--- src/rtl/usb_in_ep_pkg.sv ---
package usb_in_ep_pkg;
  localparam int NFLAG     = 5;
  localparam int FLG_ACK   = 0;
  localparam int FLG_DONE  = 1;
  localparam int FLG_TXERR = 2;
  localparam int FLG_NAK   = 3;
  localparam int FLG_ERR   = 4;
  localparam int EN_BIT    = 31;

  typedef enum logic [1:0] {
    A_CTRL = 2'd0,
    A_IEN  = 2'd1,
    A_LEN  = 2'd2,
    A_FLAG = 2'd3
  } reg_addr_e;
endpackage

--- src/rtl/usb_in_size_calc.sv ---
// Last-packet size and consistency check for a length word.
module usb_in_size_calc #(
  parameter int PCW  = 10,
  parameter int TLW  = 19,
  parameter int MPLW = 11
) (
  input  logic [PCW-1:0]  pcnt,
  input  logic [TLW-1:0]  tlen,
  input  logic [MPLW-1:0] mpl,
  output logic [MPLW-1:0] last_sz,
  output logic            bad
);
  localparam int PW = PCW + MPLW;
  localparam int SW = ((TLW > PW) ? TLW : PW) + 1;

  logic [PCW-1:0] pm1;
  logic [PW-1:0]  prod;
  logic [SW-1:0]  diff;

  always_comb begin
    pm1     = pcnt - PCW'(1);
    prod    = PW'(pm1) * PW'(mpl);
    diff    = SW'(tlen) - SW'(prod);
    bad     = (pcnt == '0) || (SW'(prod) > SW'(tlen)) || (diff > SW'(mpl));
    last_sz = diff[MPLW-1:0];
  end
endmodule

--- src/rtl/usb_in_xfer_ctrl.sv ---
// Endpoint state: enable, counters, queued packets, token handling.
module usb_in_xfer_ctrl
  import usb_in_ep_pkg::*;
#(
  parameter int PCW  = 10,
  parameter int TLW  = 19,
  parameter int MPLW = 11
) (
  input  logic             clk,
  input  logic             rst,
  input  logic             sw_ctrl_wr,
  input  logic             sw_len_wr,
  input  logic             w_en,
  input  logic [MPLW-1:0]  w_mpl,
  input  logic [PCW-1:0]   w_pcnt,
  input  logic [TLW-1:0]   w_tlen,
  input  logic             cfg_bad,
  input  logic [MPLW-1:0]  calc_last,
  input  logic             pkt_wr,
  input  logic [MPLW-1:0]  pkt_size,
  input  logic             tok,
  input  logic             txn_done,
  input  logic             txn_ack,
  output logic             en,
  output logic [MPLW-1:0]  mpl,
  output logic [PCW-1:0]   pcnt,
  output logic [TLW-1:0]   tlen,
  output logic [MPLW-1:0]  next_size,
  output logic             tx_go,
  output logic             tx_nak,
  output logic [NFLAG-1:0] ev
);
  logic [MPLW-1:0] last_sz;
  logic [PCW-1:0]  queued;
  logic [PCW-1:0]  rem;
  logic            busy;
  logic            fail;
  logic            wr_ok, tok_go, tok_nak, done_ok, last_done, arm;

  always_comb begin
    rem       = pcnt - queued;
    next_size = (rem == PCW'(1)) ? last_sz : mpl;
    wr_ok     = en && pkt_wr && (rem != '0);
    tok_go    = tok && en && (queued != '0) && !busy;
    tok_nak   = tok && !tok_go;
    done_ok   = txn_done && busy;
    last_done = done_ok && (pcnt == PCW'(1));
    arm       = sw_ctrl_wr && w_en;
    ev                = '0;
    ev[FLG_ACK]       = done_ok && txn_ack;
    ev[FLG_TXERR]     = done_ok && !txn_ack;
    ev[FLG_DONE]      = last_done && txn_ack && !fail;
    ev[FLG_NAK]       = tok_nak;
    ev[FLG_ERR]       = (wr_ok && (pkt_size != next_size)) || (arm && cfg_bad);
  end

  always_ff @(posedge clk) begin
    if (rst) begin
      en      <= 1'b0;
      mpl     <= '0;
      pcnt    <= '0;
      tlen    <= '0;
      last_sz <= '0;
      queued  <= '0;
      busy    <= 1'b0;
      fail    <= 1'b0;
      tx_go   <= 1'b0;
      tx_nak  <= 1'b0;
    end else begin
      tx_go  <= tok_go;
      tx_nak <= tok_nak;

      if (sw_len_wr) begin
        pcnt <= w_pcnt;
        tlen <= w_tlen;
      end else begin
        if (wr_ok) begin
          if (TLW'(pkt_size) > tlen) tlen <= '0;
          else                       tlen <= tlen - TLW'(pkt_size);
        end
        if (done_ok) pcnt <= pcnt - PCW'(1);
      end

      if (sw_ctrl_wr) begin
        en  <= w_en && !cfg_bad;
        mpl <= w_mpl;
        if (arm) begin
          last_sz <= calc_last;
          queued  <= '0;
          busy    <= 1'b0;
          fail    <= 1'b0;
        end
      end else begin
        if (last_done) en <= 1'b0;
        case ({wr_ok, done_ok})
          2'b10:   queued <= queued + PCW'(1);
          2'b01:   queued <= queued - PCW'(1);
          default: queued <= queued;
        endcase
        if (tok_go)       busy <= 1'b1;
        else if (done_ok) busy <= 1'b0;
        if (done_ok && !txn_ack) fail <= 1'b1;
      end
    end
  end
endmodule

--- src/rtl/usb_in_flags.sv ---
// Write-1-to-clear status flags, interrupt enables and the interrupt line.
module usb_in_flags
  import usb_in_ep_pkg::*;
(
  input  logic             clk,
  input  logic             rst,
  input  logic             ien_wr,
  input  logic             flag_w1c,
  input  logic [NFLAG-1:0] wdata,
  input  logic [NFLAG-1:0] ev,
  output logic [NFLAG-1:0] flags,
  output logic [NFLAG-1:0] ien,
  output logic             irq
);
  logic [NFLAG-1:0] clr;

  always_comb clr = flag_w1c ? wdata : '0;

  always_ff @(posedge clk) begin
    if (rst) begin
      flags <= '0;
      ien   <= '0;
      irq   <= 1'b0;
    end else begin
      flags <= (flags & ~clr) | ev;
      if (ien_wr) ien <= wdata;
      irq <= |(flags & ien);
    end
  end
endmodule

--- src/rtl/usb_in_ep_seq.sv ---
// Top: register window, size calculation, transfer control and flags.
module usb_in_ep_seq
  import usb_in_ep_pkg::*;
#(
  parameter int PCW  = 10,
  parameter int TLW  = 19,
  parameter int MPLW = 11
) (
  input  logic            clk,
  input  logic            rst,
  input  logic            reg_wr,
  input  logic [1:0]      reg_addr,
  input  logic [31:0]     reg_wdata,
  output logic [31:0]     reg_rdata,
  input  logic            pkt_wr,
  input  logic [MPLW-1:0] pkt_size,
  output logic [MPLW-1:0] next_pkt_size,
  input  logic            in_tok,
  output logic            tx_go,
  output logic            tx_nak,
  input  logic            txn_done,
  input  logic            txn_ack,
  output logic            ep_active,
  output logic            irq
);
  logic             ctrl_wr, ien_wr, len_wr, flag_w1c;
  logic             ep_en;
  logic [MPLW-1:0]  cur_mpl;
  logic [PCW-1:0]   cur_pcnt;
  logic [TLW-1:0]   cur_tlen;
  logic [MPLW-1:0]  calc_last;
  logic             cfg_bad;
  logic [NFLAG-1:0] ev, flags, ien;
  logic [31:0]      rd_mux;

  always_comb begin
    ctrl_wr  = reg_wr && (reg_addr == A_CTRL);
    ien_wr   = reg_wr && (reg_addr == A_IEN);
    len_wr   = reg_wr && (reg_addr == A_LEN);
    flag_w1c = reg_wr && (reg_addr == A_FLAG);
  end

  usb_in_size_calc #(.PCW(PCW), .TLW(TLW), .MPLW(MPLW)) u_calc (
    .pcnt    (cur_pcnt),
    .tlen    (cur_tlen),
    .mpl     (reg_wdata[MPLW-1:0]),
    .last_sz (calc_last),
    .bad     (cfg_bad)
  );

  usb_in_xfer_ctrl #(.PCW(PCW), .TLW(TLW), .MPLW(MPLW)) u_ctrl (
    .clk        (clk),
    .rst        (rst),
    .sw_ctrl_wr (ctrl_wr),
    .sw_len_wr  (len_wr),
    .w_en       (reg_wdata[EN_BIT]),
    .w_mpl      (reg_wdata[MPLW-1:0]),
    .w_pcnt     (reg_wdata[TLW +: PCW]),
    .w_tlen     (reg_wdata[TLW-1:0]),
    .cfg_bad    (cfg_bad),
    .calc_last  (calc_last),
    .pkt_wr     (pkt_wr),
    .pkt_size   (pkt_size),
    .tok        (in_tok),
    .txn_done   (txn_done),
    .txn_ack    (txn_ack),
    .en         (ep_en),
    .mpl        (cur_mpl),
    .pcnt       (cur_pcnt),
    .tlen       (cur_tlen),
    .next_size  (next_pkt_size),
    .tx_go      (tx_go),
    .tx_nak     (tx_nak),
    .ev         (ev)
  );

  usb_in_flags u_flags (
    .clk      (clk),
    .rst      (rst),
    .ien_wr   (ien_wr),
    .flag_w1c (flag_w1c),
    .wdata    (reg_wdata[NFLAG-1:0]),
    .ev       (ev),
    .flags    (flags),
    .ien      (ien),
    .irq      (irq)
  );

  always_comb begin
    rd_mux = '0;
    case (reg_addr)
      A_CTRL: begin
        rd_mux[EN_BIT]     = ep_en;
        rd_mux[MPLW-1:0]   = cur_mpl;
      end
      A_IEN:  rd_mux[NFLAG-1:0] = ien;
      A_LEN: begin
        rd_mux[TLW-1:0]    = cur_tlen;
        rd_mux[TLW +: PCW] = cur_pcnt;
      end
      default: rd_mux[NFLAG-1:0] = flags;
    endcase
  end

  always_ff @(posedge clk) begin
    if (rst) reg_rdata <= '0;
    else     reg_rdata <= rd_mux;
  end

  assign ep_active = ep_en;
endmodule

--- config.mk ---
export PLATFORM = sky130hd
export DESIGN_NAME = usb_in_ep_seq
export DESIGN_NICKNAME = d
export VERILOG_FILES = /design/src/rtl/usb_in_ep_pkg.sv /design/src/rtl/usb_in_size_calc.sv /design/src/rtl/usb_in_xfer_ctrl.sv /design/src/rtl/usb_in_flags.sv /design/src/rtl/usb_in_ep_seq.sv
export SDC_FILE = /design/constraint.sdc
export NUM_CORES = 1
export LEC_CHECK = 0
export CAP_MARGIN = 20
export CORE_MARGIN = 2
export CORE_UTILIZATION = 47
export CTS_CLUSTER_SIZE = 16
export DETAILED_ROUTE_END_ITERATION = 7
export PLACE_DENSITY = 0.67
export SETUP_SLACK_MARGIN = 0.02
export SKIP_LAST_GASP = 1
export SYNTH_ARGS = -nofsm -noshare
export SYNTH_HDL_FRONTEND = slang
export SYNTH_SLANG_ARGS = --single-unit
--- constraint.sdc ---
create_clock -name clk -period 12.6 [get_ports clk]
set_input_delay 1.89 -clock clk [delete_from_list [all_inputs] [get_ports clk]]
set_output_delay 1.89 -clock clk [all_outputs]
set_load 0.005 [all_outputs]
==> run summary <==
Period utilization: 76.4%
CP arrival: 9850 ps
Main combinational cell family by area after synthesis: adder cells
Highest routing layer actually used: met4
Total congestion overflow: 0
Routed Antenna Nets: 0
Die width: 155 um
Mux cell area share after synthesis: 4.00%
Dpl cells: 1642
Cts bufs inserted: 9
Share of layout cells above drive strength 1: 3.50%
Critical-path maximum fanout: 11
Antenna diodes: 0
HP Class: register to register
Placer Congestion: 0.934
Worst slew pin tran: 1060 ps
Fin util: 53.8%
Starting Density: 47.6%
Crit-path most repeated cell: fa_1
Final Instance Count excl. Fillers: 1658
Root Buffer Master: clkbuf_16
Clk slew on worst S/H paths: 70 ps
Max-cap viol count: 0
Hold buffer count at cts: 0
Met3 WL: 1290 um
Drt drc: 0
Synth Area in Compound Gates: 15.4%
Setup Fix Bufs, Post-CTS: 0
Via density: 5.59
RSZ-0062 raised after global routing: no
Critical Path End Type: register
Clock Sinks: 107
Initial drt markers: 610
Resized cells post-CTS: 0
Most frequent cells in the layout: 155 x nand2_1, 142 x inv_1, 116 x ha_1
Largest net degree at the start of global routing: 47
Worst Setup Slack, final: 2970 ps
Initial antenna violation count: 0
Mapped cell area: 10700 um2
Worst setup SP type: register
Top Ports: 99
Layout Nets: 1611
First-pass GRT wire length: 47600 um
IO Port Bufs: 94
Commonest non-fill, non-tap cell in the layout: nand2_1
Count of cell types in the netlist: 74
Endpoints failing setup: 0
Slew Limit Fails: 0
Slew margin rel.: 29.4%
Required @ worst endpoint: 12820 ps
Avg Cell Area, Syn: 8.19 um2
Total track usage: 24.8%
Synthesized-area fraction occupied by adder cells: 27.4%
#FFs+latches synth: 107
Primary FF master, synth: dfxtp_1
Hpwl dp: 22600 um
Synthesized instance count: 1309
Status: completed
Setup_tns: 0 ps
Sequential share of the synthesized area: 20.0%
Vias post-DR: 9261
Core Footprint: 22500 um2
Simple-gate share of the synthesized area: 19.9%
Drt first pass iters: 7
CTS tree: done
Xor/xnor share of the synthesized area: 6.20%
Fill count: 2134
H-tree Lvls: 3
Row cnt: 55
Area Growth Syn to Fin: 13.0%
Maximum root-to-sink buffer count: 2
Met2 wire length: 13700 um
Crit-path leading delay family: adder cells
Die area: 24000 um2
Final hold vios: 0
Setup Skew: 14.0 ps
Clock insertion delay at the later pin of the skew report: 360 ps
CP peak stage delay: 680 ps
EDFF count, synth: 0
Slowest CP cell: or4_1
Sequential cell area: 2140 um2
Maximum clock rate: 0.104 GHz
Setup Crit Path Kind: register to register
DRT Wirelength: 29000 um
Drt wl/cell: 17.5 um
Minimum clock period: 9630 ps
CP Buf/Inv Count: 4
Die height: 155 um
WL met1: 13500 um
Pre-CTS WS: 2630 ps
Multi-input gate area: 7820 um2
Post-synth ARST share: 0%
Ys Warns: 0
Vias in the first global route: 9237
## registers in the layout (all words and copies together), names as in the netlist, 5 cells and up
| register | flops |
|---|---|
| u_ctrl.queued | 10 |
| u_ctrl.pcnt | 10 |
| u_flags.ien | 5 |
| u_ctrl.last_sz | 11 |
| reg_rdata | 30 |
| u_ctrl.tlen | 19 |
| u_ctrl.mpl | 11 |
| u_flags.flags | 5 |
## synthesized netlist by cell type (all sizes together) (8+ instances only)
library cell  number  area share, %
mux2              10            1.1
dfxtp            107             20
inv              142            5.0
and2              53            3.1
nand2b            22            1.3
a211oi            16            1.2
a31oi             14           0.82
ha               116             14
o21bai             8           0.56
buf                8           0.57
a21oi             79            3.7
nor2b             12           0.70
xnor2             35            2.9
a21o              15            1.1
xor2              40            3.3
nand3             30            1.4
clkbuf            46            1.6
mux2i             20            1.9
fa                74             14
o21a              16            1.1
nor3              19           0.89
o21ai             47            2.2
nor2             114            4.0
nand2            155            5.4
and3               9           0.53
or3                8           0.47
## cells by family (layout without fill, tap and decap cells)
logic type / count (synthesis) / count (layout)
buf+inv: 196 / 259
mux: 35 / 35
flops: 107 / 107
xor+xnor: 75 / 75
compound gates: 253 / 253
simple gates: 452 / 452
fa+ha+maj: 190 / 190
other cells: 1 / 2
## layout make-up
| type | instances | share of cell area, % |
|---|---|---|
| Tap cell | 285 | 2.94 |
| Clock buffer | 11 | 1.92 |
| Timing Repair Buffer | 102 | 8.25 |
| Inverter | 142 | 4.40 |
| Clock inverter | 4 | 0.299 |
| Sequential cell | 107 | 17.7 |
| Multi-Input combinational cell | 1007 | 64.5 |
## routing by layer
metal	up-vias	global-route usage, %
met1	4451	33.8
met4	0	6.44
li1	4529	-
met3	36	3.31
met5	-	0
met2	245	41.5
## worst paths after layout
kind,end,slack (ps),from,cells after the start
worst max register to register,u_flags.flags[4],2970,u_ctrl.pcnt[0],36
worst min-delay path,u_ctrl.last_sz[2],460,u_ctrl.last_sz[2],2
worst max-delay path,u_flags.flags[4],2970,u_ctrl.pcnt[0],36
worst min register to register,u_ctrl.last_sz[2],460,u_ctrl.last_sz[2],2
## worst min-delay path, delay by kind of cell, from the launching register on
kind               cells  cell delay [ps]
DFF                    1              310
and+or+nand+nor        1               50
AOI/OAI and AO/OA      1               50
## per-stage QoR
step                area [um2]  hold slack, ps
CTS                      12100             466
global placement         11800             451
finish                   12100             463
floorplan                10700             436
detailed placement       11800             457
global route             12100             497
Power is left out: the tool's default activity adds up to more than one toggle a clock period on the data nets, which glitch-free logic cannot reach.
